==> src/rtl/es_pkg.sv <==
package es_pkg;
    typedef enum logic [2:0] {
        ST_IDLE   = 3'd0,
        ST_WIN    = 3'd1,
        ST_ERASE  = 3'd2,
        ST_SWAIT  = 3'd3,
        ST_SUSP   = 3'd4,
        ST_NOPROT = 3'd5,
        ST_ABORT  = 3'd6
    } es_state_e;
endpackage

==> src/rtl/es_onehot.sv <==
module es_onehot #(
    parameter int N  = 4,
    parameter int IW = 2
) (
    input  logic [IW-1:0] idx,
    input  logic          en,
    output logic [N-1:0]  oh
);
    for (genvar g = 0; g < N; g++) begin : g_bit
        assign oh[g] = en && (idx == IW'(g));
    end
endmodule

==> src/rtl/es_lowest.sv <==
module es_lowest #(
    parameter int N  = 4,
    parameter int IW = 2
) (
    input  logic [N-1:0]  vec,
    output logic [IW-1:0] idx,
    output logic          any
);
    always_comb begin
        idx = '0;
        any = |vec;
        for (int i = N - 1; i >= 0; i--) begin
            if (vec[i]) idx = IW'(i);
        end
    end
endmodule

==> src/rtl/erase_sched.sv <==
module erase_sched
    import es_pkg::*;
#(
    parameter int NBLK      = 11,
    parameter int CLK_MHZ   = 1,
    parameter int WIN_US    = 50,
    parameter int SUSP_US   = 15,
    parameter int ABORT_US  = 10,
    parameter int NOPROT_US = 100,
    localparam int IW = (NBLK > 1) ? $clog2(NBLK) : 1
) (
    input  logic            clk,
    input  logic            rst_n,
    input  logic            sel_vld,
    input  logic [IW-1:0]   sel_idx,
    input  logic [NBLK-1:0] blk_prot,
    input  logic            susp_req,
    input  logic            resume_req,
    input  logic            abort_req,
    input  logic            wk_done,
    input  logic            wk_fail,
    output logic            wk_run,
    output logic [IW-1:0]   wk_blk,
    output logic [NBLK-1:0] pend_map,
    output logic            tmr_started,
    output logic            suspended,
    output logic            busy,
    output logic            op_done,
    output logic            op_err
);
    localparam int WIN_CYC    = CLK_MHZ * WIN_US;
    localparam int SUSP_CYC   = CLK_MHZ * SUSP_US;
    localparam int ABORT_CYC  = CLK_MHZ * ABORT_US;
    localparam int NOPROT_CYC = CLK_MHZ * NOPROT_US;
    localparam int MAX_A  = (WIN_CYC > SUSP_CYC) ? WIN_CYC : SUSP_CYC;
    localparam int MAX_B  = (ABORT_CYC > NOPROT_CYC) ? ABORT_CYC : NOPROT_CYC;
    localparam int MAXC   = (MAX_A > MAX_B) ? MAX_A : MAX_B;
    localparam int CW     = $clog2(MAXC + 1);
    localparam logic [CW-1:0] WIN_LD    = CW'(WIN_CYC - 1);
    localparam logic [CW-1:0] SUSP_LD   = CW'(SUSP_CYC - 1);
    localparam logic [CW-1:0] ABORT_LD  = CW'(ABORT_CYC - 1);
    localparam logic [CW-1:0] NOPROT_LD = CW'(NOPROT_CYC - 1);

    typedef struct packed {
        es_state_e       state;
        logic [NBLK-1:0] pend;
        logic [IW-1:0]   cur;
        logic [CW-1:0]   cnt;
        logic            launched;
        logic            done;
        logic            err;
    } regs_t;

    regs_t r_q, r_d;

    logic [NBLK-1:0] sel_oh, cur_oh, rem, elig;
    logic [IW-1:0]   rem_idx, elig_idx;
    logic            rem_any, elig_any, sel_any, go_abort;
    logic            do_launch, do_finish;

    es_onehot #(.N(NBLK), .IW(IW)) u_sel_dec (.idx(sel_idx), .en(sel_vld), .oh(sel_oh));
    es_onehot #(.N(NBLK), .IW(IW)) u_cur_dec (.idx(r_q.cur), .en(1'b1), .oh(cur_oh));

    assign rem  = r_q.pend & ~cur_oh;
    assign elig = r_q.pend & ~blk_prot;

    es_lowest #(.N(NBLK), .IW(IW)) u_rem_pick  (.vec(rem),  .idx(rem_idx),  .any(rem_any));
    es_lowest #(.N(NBLK), .IW(IW)) u_elig_pick (.vec(elig), .idx(elig_idx), .any(elig_any));

    assign sel_any  = |sel_oh;
    assign go_abort = abort_req && (r_q.state != ST_IDLE) && (r_q.state != ST_ABORT);

    always_comb begin
        r_d       = r_q;
        r_d.done  = 1'b0;
        do_launch = 1'b0;
        do_finish = 1'b0;
        if (go_abort) begin
            r_d.state    = ST_ABORT;
            r_d.cnt      = ABORT_LD;
            r_d.pend     = '0;
            r_d.launched = 1'b0;
        end else begin
            unique case (r_q.state)
                ST_IDLE: begin
                    if (sel_any) begin
                        r_d.pend  = sel_oh;
                        r_d.err   = 1'b0;
                        r_d.state = ST_WIN;
                        r_d.cnt   = WIN_LD;
                    end
                end
                ST_WIN: begin
                    if (susp_req) begin
                        r_d.state = ST_SUSP;
                    end else if (sel_any) begin
                        r_d.pend = r_q.pend | sel_oh;
                        r_d.cnt  = WIN_LD;
                    end else if (r_q.cnt == '0) begin
                        do_launch = 1'b1;
                    end else begin
                        r_d.cnt = r_q.cnt - 1'b1;
                    end
                end
                ST_ERASE, ST_SWAIT: begin
                    if (wk_done) begin
                        r_d.err  = r_q.err | wk_fail;
                        r_d.pend = rem;
                        r_d.cur  = rem_idx;
                        if (!rem_any) do_finish = 1'b1;
                    end
                    if (!do_finish) begin
                        if (r_q.state == ST_ERASE) begin
                            if (susp_req) begin
                                r_d.state = ST_SWAIT;
                                r_d.cnt   = SUSP_LD;
                            end
                        end else if (r_q.cnt == '0) begin
                            r_d.state = ST_SUSP;
                        end else begin
                            r_d.cnt = r_q.cnt - 1'b1;
                        end
                    end
                end
                ST_SUSP: begin
                    if (resume_req) begin
                        if (r_q.launched) r_d.state = ST_ERASE;
                        else              do_launch = 1'b1;
                    end
                end
                ST_NOPROT: begin
                    if (r_q.cnt == '0) do_finish = 1'b1;
                    else               r_d.cnt = r_q.cnt - 1'b1;
                end
                ST_ABORT: begin
                    if (r_q.cnt == '0) r_d.state = ST_IDLE;
                    else               r_d.cnt = r_q.cnt - 1'b1;
                end
                default: r_d.state = ST_IDLE;
            endcase
        end
        if (do_launch) begin
            r_d.launched = 1'b1;
            r_d.pend     = elig;
            if (elig_any) begin
                r_d.state = ST_ERASE;
                r_d.cur   = elig_idx;
            end else begin
                r_d.state = ST_NOPROT;
                r_d.cnt   = NOPROT_LD;
            end
        end
        if (do_finish) begin
            r_d.state    = ST_IDLE;
            r_d.done     = 1'b1;
            r_d.launched = 1'b0;
        end
    end

    always_ff @(posedge clk) begin
        if (!rst_n) r_q <= '0;
        else        r_q <= r_d;
    end

    assign wk_run      = (r_q.state == ST_ERASE) || (r_q.state == ST_SWAIT);
    assign wk_blk      = r_q.cur;
    assign pend_map    = r_q.pend;
    assign tmr_started = r_q.launched;
    assign suspended   = (r_q.state == ST_SUSP);
    assign busy        = (r_q.state != ST_IDLE);
    assign op_done     = r_q.done;
    assign op_err      = r_q.err;

    p_sel_opens_window_r2: assert property (@(posedge clk) disable iff (!rst_n)
        (!busy && sel_vld && (32'(sel_idx) < NBLK)) |=> (busy && !tmr_started));

    p_list_frozen_r3: assert property (@(posedge clk) disable iff (!rst_n)
        (tmr_started && !wk_done && !abort_req) |=> (pend_map == $past(pend_map)));

    p_cur_pending_r5: assert property (@(posedge clk) disable iff (!rst_n)
        wk_run |-> pend_map[wk_blk]);

    p_done_idle_r6: assert property (@(posedge clk) disable iff (!rst_n)
        op_done |-> (!busy && !wk_run && (pend_map == '0)));

    p_win_susp_now_r8: assert property (@(posedge clk) disable iff (!rst_n)
        ((r_q.state == ST_WIN) && susp_req && !abort_req) |=> (suspended && !tmr_started));

    p_abort_drop_r10: assert property (@(posedge clk) disable iff (!rst_n)
        (abort_req && busy && !op_done) |=> (!wk_run && (pend_map == '0) && busy));
endmodule

==> config.mk <==
export PLATFORM = sky130hd
export DESIGN_NAME = erase_sched
export DESIGN_NICKNAME = d
export VERILOG_FILES = /design/src/rtl/es_pkg.sv /design/src/rtl/es_onehot.sv /design/src/rtl/es_lowest.sv /design/src/rtl/erase_sched.sv
export SDC_FILE = /design/constraint.sdc
export NUM_CORES = 1
export LEC_CHECK = 0
export BUFFER_PORTS_ARGS = -buffer_cell sky130_fd_sc_hd__clkbuf_2
export CELL_PAD_IN_SITES_DETAIL_PLACEMENT = 2
export CELL_PAD_IN_SITES_GLOBAL_PLACEMENT = 2
export CORE_MARGIN = 2
export CORE_UTILIZATION = 32
export DETAILED_ROUTE_END_ITERATION = 12
export GPL_ROUTABILITY_DRIVEN = 0
export PLACE_DENSITY_LB_ADDON = 0.1
export SKIP_CTS_REPAIR_TIMING = 1
export SYNTH_ARGS = -nofsm -noshare
export SYNTH_HDL_FRONTEND = slang
export SYNTH_HIERARCHICAL = 1
export SYNTH_SLANG_ARGS = --single-unit
==> constraint.sdc <==
create_clock -name clk -period 2.95 [get_ports clk]
set_input_delay 0.4425 -clock clk [delete_from_list [all_inputs] [get_ports clk]]
set_output_delay 0.4425 -clock clk [all_outputs]
set_load 0.01 [all_outputs]
# [Word level (Yosys, flattened, before mapping)]
# Index checks and enable logic that the tools add are counted.
[op_classes] addsub=1 eq_ne=41 mux=70 bitwise_logic=8 reduce_logical=31
[op_table] cell="two-way mux 4 bit" count=25
[op_table] cell="two-way mux 7 bit" count=9
[op_table] cell="case mux 11 bit (3 select lines)" count=1
[op_table] cell="OR reduction 11 bit" count=3
[op_table] cell="equality test 4 x 3 -> 1 bit (second input constant)" count=8
[op_table] cell="two-way mux 14 bit" count=2
[op_table] cell="inequality test 4 bit (second input constant)" count=7
[op_table] cell="case mux 7 bit (4 select lines)" count=1
[op_table] cell="two-way mux 3 bit" count=9
[op_table] cell="two-way mux 26 bit" count=1
[op_table] cell="equality test 4 bit (second input constant)" count=6
[op_table] cell="bitwise AND 11 bit" count=2
[op_table] cell="two-way mux 11 bit" count=2
[op_table] cell="NOT 11 bit" count=2
[op_table] cell="case mux 3 bit (6 select lines)" count=1
[op_table] cell="equality test 4 x 2 -> 1 bit (second input constant)" count=4
[op_table] cell="two-way mux 1 bit" count=15
[op_table] cell="two-way mux 15 bit" count=1
[op_table] cell="logical AND 1 bit" count=13
[op_table] cell="OR 11 bit" count=1
[op_table] cell="inequality test 5 bit (second input constant)" count=2
[op_table] cell="equality test 3 bit (second input constant)" count=3
[op_table] cell="AND reduction 9 bit" count=1
[op_table] cell="equality test 4 x 1 -> 1 bit (second input constant)" count=2
[op_table] cell="other kinds (20)" count=30
[word_totals] register_bits=28 inputBits=23 output_inout_bits=21 elab_cells=158

# [Depth between registers and ports, before layout]
[depth] word_depth=19 depth_mapped=12

# [By module]
# The synthesis kept the hierarchy.
[modules_own_cells] module="erase_sched" instances=1 cells_per_inst=326 area_each_um2=2412.3 seq_area_each_um2=560.5
[modules_own_cells] module="es_lowest" instances=2 cells_per_inst=19 area_each_um2=112.6 seq_area_each_um2=0.0
[modules_own_cells] module="es_onehot" instances=2 cells_per_inst=17 area_each_um2=90.1 seq_area_each_um2=0.0

# [Worst setup path after synthesis]
# Ideal clock, no wire load.
[synth_path] kind="reg2reg" startpoint="register r_q (netlist bit wk_blk[3])" endpoint="register r_q[8] in the netlist's numbering" setup_time_ns=0.127 arrival_time_ns=2.424 setup_slack_ns=0.399 stages_incl_launch_ff=13 cell_sequence="dfxtp_1 nand3b_1 nor3_1 nor2b_1 nor4_1 nand4_1 nand2b_1 clkbuf_1 a32oi_1 a21oi_1 o21ai_0 nor4b_1 o31ai_1"
[synth_between] elab_chain_len=13 word_cells_on_any_way=23 classes_between="eq/ne: 10; mux: 9; bitwise: 2; reduce/logical: 2"
[synth_lines] item="start: declaration" line="erase_sched.sv:54" text="regs_t r_q, r_d;"
[synth_lines] item="start signal: assignment" line="erase_sched.sv:162" text="else r_q <= r_d;"
[synth_lines] item="equality test 4 x 3 -> 1 bit (*)" line="es_onehot.sv:10" text="assign oh[g] = en && (idx == IW'(g));"
[synth_lines] item="named net cur_oh[4]" line="erase_sched.sv:56" text="logic [NBLK-1:0] sel_oh, cur_oh, rem, elig;"
[synth_lines] item="NOT 11 bit (*)" line="erase_sched.sv:64" text="assign rem = r_q.pend & ~cur_oh;"
[synth_lines] item="bitwise AND 11 bit (*)" line="erase_sched.sv:64"
[synth_lines] item="named net rem[4]" line="erase_sched.sv:56"
[synth_lines] item="OR reduction 11 bit (*)" line="es_lowest.sv:11" text="any = |vec;"
[synth_lines] item="named net rem_any" line="erase_sched.sv:58" text="logic rem_any, elig_any, sel_any, go_abort;"
[synth_lines] item="two-way mux 1 bit (*)" line="erase_sched.sv:110" text="if (!rem_any) do_finish = 1'b1;"
[synth_lines] item="two-way mux 1 bit (*)" line="erase_sched.sv:106" text="if (wk_done) begin"
[synth_lines] item="two-way mux 1 bit (*)" line="erase_sched.sv:84" text="unique case (r_q.state)"
[synth_lines] item="two-way mux 1 bit (*)" line="erase_sched.sv:78" text="if (go_abort) begin"
[synth_lines] item="two-way mux 7 bit (*)" line="erase_sched.sv:112" text="if (!do_finish) begin"
[synth_lines] item="case mux 7 bit (4 select lines) (*)" line="erase_sched.sv:84"
[synth_lines] item="two-way mux 7 bit (*)" line="erase_sched.sv:78"
[synth_lines] item="two-way mux 7 bit" line="erase_sched.sv:145" text="if (elig_any) begin"
[synth_lines] item="two-way mux 26 bit (*)" line="erase_sched.sv:142" text="if (do_launch) begin"
# Mark *: on every way through the listed nets, which the timed path passes. The rest lies on a longest branch. The select of a mux whose other input is x is not followed.
# A chain may end at the register's enable or synchronous reset.

# [Worst setup path after layout]
# Ends and elaborated chain as after synthesis.

==> flow_summary.rst <==
.. list-table::
   :header-rows: 1

   * - Metric
     - Value
   * - Max-capacitance violation count
     - 0
   * - Detail Placement HPWL
     - between 8 and 9 mm
   * - Cell total after placement
     - 528
   * - Synth Cell Area
     - approximately 2800 sq um
   * - H-tree depth reported by CTS
     - 1
   * - # rows
     - 34
   * - ANT nets after route
     - 0
   * - Number of buffers added on ports
     - 43
   * - Maximum number of pins on one net before global-route repair
     - 25
   * - Share of flip-flops with an asynchronous set or reset after synthesis
     - 0
   * - Cell repeated most along the worst path
     - sky130_fd_sc_hd__a21oi_1
   * - Post-synthesis instance total
     - 398
   * - Sequential cell area
     - 565.5 sq um
   * - Final Critical Period
     - 2.837 ns
   * - Leak pwr
     - approximately 1.3 nW
   * - Count of buffer and inverter cells on the critical path
     - 1
   * - First drt pass iteration count
     - 4
   * - Fraction of layout instances using a drive strength above 1
     - 0.2188
   * - Core footprint
     - between 8000 and 9000 sq um
   * - Data required time at the worst endpoint
     - 3.13 ns
   * - Post-CTS clock slew at the launch and capture registers of the worst setup and hold paths
     - 0.12 ns
   * - Wirelength per Cell
     - roughly 21 um
   * - Final period util
     - 0.9616
   * - Hold/Removal Path Class
     - in -> reg
   * - Number of warning messages in the yosys log
     - 6
   * - Die span in x
     - roughly 100 um
   * - Max clock buf depth
     - 2
   * - Layout Cells excl Fill
     - 533
   * - Number of flops mapped to enable cells by yosys
     - 0
   * - Skew final
     - 0.01165 ns
   * - Critical-path top delay cell
     - sky130_fd_sc_hd__nor4_2
   * - Post-synth top flop
     - sky130_fd_sc_hd__dfxtp_1
   * - Total power divided by cell area
     - 800.6 nW/um^2
   * - Count of boundary I/O pins
     - 44
   * - Total via count after detailed routing
     - approximately 3100
   * - Largest delay contributor family on the critical path
     - simple AND/OR/NAND/NOR gates
   * - Final-layout worst hold slack
     - about 0.45 ns
   * - Initial Util
     - 0.3263
   * - Clock root cell
     - sky130_fd_sc_hd__clkbuf_8
   * - Cts bufs inserted
     - 3
   * - Routed via count divided by cell count
     - around 5.9
   * - Highest-count cells in the layout ignoring fill and taps
     - sky130_fd_sc_hd__nor2_1 (45), sky130_fd_sc_hd__clkbuf_2 (43), sky130_fd_sc_hd__nand2_1 (38), sky130_fd_sc_hd__nor2b_1 (27), sky130_fd_sc_hd__o21ai_0 (27)
   * - Flip-flop and latch count after synthesis
     - 28
   * - First-pass GRT wire length
     - ~18 mm
   * - Peak supply drop
     - about 0.22 mV
   * - Maximum fanout count along the critical path
     - 9
   * - Nets
     - roughly 450
   * - Die area
     - 9572 sq um
   * - CP peak stage delay
     - 0.38 ns
   * - Clock tree from TritonCTS
     - built
   * - GR Util All Layers
     - 0.2359
   * - Register area share after synthesis
     - 0.1989
   * - Max frequency
     - roughly 350 MHz
   * - RSZ-0062 raised after global routing
     - true
   * - Clock sink total
     - 28
   * - Insertion delay of the later-clocked pin in the worst-skew pair
     - around 0.29 ns
   * - Max transition margin
     - 0.2680
   * - CP arrival
     - 3.02 ns
   * - Die Height
     - 97.84 um
   * - Antenna violations before repair
     - 0
   * - N_diodes
     - 0
   * - # DRC
     - 0
   * - Via count of the first global-routing pass
     - roughly 3300
   * - Area delta synth->final
     - 14.12%
   * - Routed Wire Length
     - roughly 11 mm
   * - Post-Syn Area per Cell
     - between 7 and 8 sq um
   * - GRT Residual Overflow
     - 0
   * - Outcome
     - complete, no violations
   * - Endpoint kind of the worst setup timing path
     - flop
   * - Number of fill cells in the layout
     - 1073
   * - Commonest non-fill, non-tap cell in the layout
     - sky130_fd_sc_hd__nor2_1
   * - Cell Chain, Critical Path
     - nand3b_1 -> nor2_1 -> nor2b_1 -> nor4_2 -> nand4_1 -> nand2b_4 -> buf_4 -> a21oi_1 -> a21oi_1 -> o21ai_1 -> nor4b_4 -> o31ai_1
   * - Final Hold Fails
     - 0
   * - Final number of setup-violating endpoints
     - 0
   * - Setup Total Neg Slack
     - 0 ns
   * - Worst-margin pin slew
     - 1.098 ns
   * - Count of cell types in the netlist
     - between 60 and 70
   * - Max-slew violation total from the final report
     - 0
   * - Critical Path Start Type
     - flop
   * - Multi-input gate area in the final layout
     - between 2000 and 2500 sq um
   * - Type of the setup path with the least slack
     - reg -> reg
   * - Initial detailed-routing violation count
     - between 90 and 100
-- worst register-to-register path, stage by stage (launching register included) --
cell                       delay, ns
sky130_fd_sc_hd__dfxtp_2        0.36
sky130_fd_sc_hd__nand3b_1       0.28
sky130_fd_sc_hd__nor2_1         0.20
sky130_fd_sc_hd__nor2b_1        0.11
sky130_fd_sc_hd__nor4_2         0.38
sky130_fd_sc_hd__nand4_1        0.28
sky130_fd_sc_hd__nand2b_4       0.23
sky130_fd_sc_hd__buf_4          0.17
sky130_fd_sc_hd__a21oi_1        0.18
sky130_fd_sc_hd__a21oi_1        0.10
sky130_fd_sc_hd__o21ai_1        0.11
sky130_fd_sc_hd__nor4b_4        0.22
sky130_fd_sc_hd__o31ai_1        0.11
-- per-layer routing --
layer | track usage | share of wire | vias to the layer above
li1 | - | - | 1503
met1 | 0.2943 | 0.43 | 1558
met2 | 0.4341 | 0.52 | 57
met3 | 0.01718 | 0.025 | 12
met4 | 0.06624 | 0.020 | 0
met5 | 0 | 0 | -
-- path summary, 6_finish.rpt --
check	startpoint	to	slack, ns	depth (start not counted)
worst max-delay path	wk_blk[3]	r_q[8]	0.11	12
worst min register to register	tmr_started	tmr_started	0.58	2
worst max register to register	wk_blk[3]	r_q[8]	0.11	12
worst min-delay path	blk_prot[4]	pend_map[4]	0.45	3
-- registers in the layout (all words and copies together) (netlist names) --
register	count
tmr_started	1
wk_blk	4
op_err	1
op_done	1
r_q	10
pend_map	11
-- synthesized netlist by cell type, types with 3 or more instances --
cell / number / share of area
sky130_fd_sc_hd__nor2_1: 47 / 0.063
sky130_fd_sc_hd__nand2_1: 38 / 0.051
sky130_fd_sc_hd__o21ai_0: 30 / 0.053
sky130_fd_sc_hd__dfxtp_1: 28 / 0.20
sky130_fd_sc_hd__nor2b_1: 27 / 0.060
sky130_fd_sc_hd__a21oi_1: 22 / 0.039
sky130_fd_sc_hd__buf_4: 16 / 0.043
sky130_fd_sc_hd__clkbuf_1: 12 / 0.016
sky130_fd_sc_hd__nand3_1: 12 / 0.021
sky130_fd_sc_hd__nor3_1: 12 / 0.021
sky130_fd_sc_hd__a22o_1: 11 / 0.034
sky130_fd_sc_hd__a32o_1: 11 / 0.039
sky130_fd_sc_hd__nand2b_1: 11 / 0.024
sky130_fd_sc_hd__inv_1: 9 / 0.012
sky130_fd_sc_hd__buf_2: 8 / 0.014
sky130_fd_sc_hd__nor3b_1: 7 / 0.019
sky130_fd_sc_hd__a211oi_1: 6 / 0.016
sky130_fd_sc_hd__nand3b_1: 6 / 0.016
sky130_fd_sc_hd__o31ai_1: 5 / 0.013
sky130_fd_sc_hd__a31oi_1: 4 / 0.0089
sky130_fd_sc_hd__nand4_1: 4 / 0.0089
sky130_fd_sc_hd__nor4_1: 4 / 0.0089
sky130_fd_sc_hd__o211a_1: 4 / 0.014
sky130_fd_sc_hd__or3_1: 4 / 0.0089
sky130_fd_sc_hd__a21boi_0: 3 / 0.0080
sky130_fd_sc_hd__o22ai_1: 3 / 0.0067
-- per-stage QoR --
stage          utilization  cell area (sq um)  total power [mW]  setup WS [ns]
2_1_floorplan            -               2825             1.645         0.3985
3_3_place_gp        0.3560               3074             2.162        -0.2992
3_5_place_dp        0.3560               3074             2.204        -0.2632
4_1_cts             0.3642               3146             2.549        -0.3020
5_1_grt             0.3724               3216             2.787       -0.04926
6_report            0.3724               3216             2.574         0.1133
-- cell families after synthesis --
group / synth area share
adders and majority gates: 0.008880
muxes: 0.007992
and+or+nand+nor: 0.3530
other: 0.001331
DFF: 0.1989
AOI/OAI and AO/OA: 0.3313
xor gates and xnor gates: 0.009327
buffers and inverters: 0.08925
-- layout make-up --
type,instances,area share
clock buffers,3,0.01284
clock inverters,1,0.009339
inverters,10,0.01167
multi-input cells,324,0.6440
flip-flops and latches,28,0.1759
well taps,108,0.04202
repair buffers,59,0.1043
-- power by group --
| group | internal [mW] | total, mW | switching (mW) | leakage, nW |
|---|---|---|---|---|
| clock | 0.182 | 0.331 | 0.149 | 0.0357 |
| sequential | 0.439 | 0.538 | 0.0985 | 0.230 |
| combinational | 0.635 | 1.71 | 1.07 | 1.05 |
No activity file was read; power rests on OpenSTA's default activity.
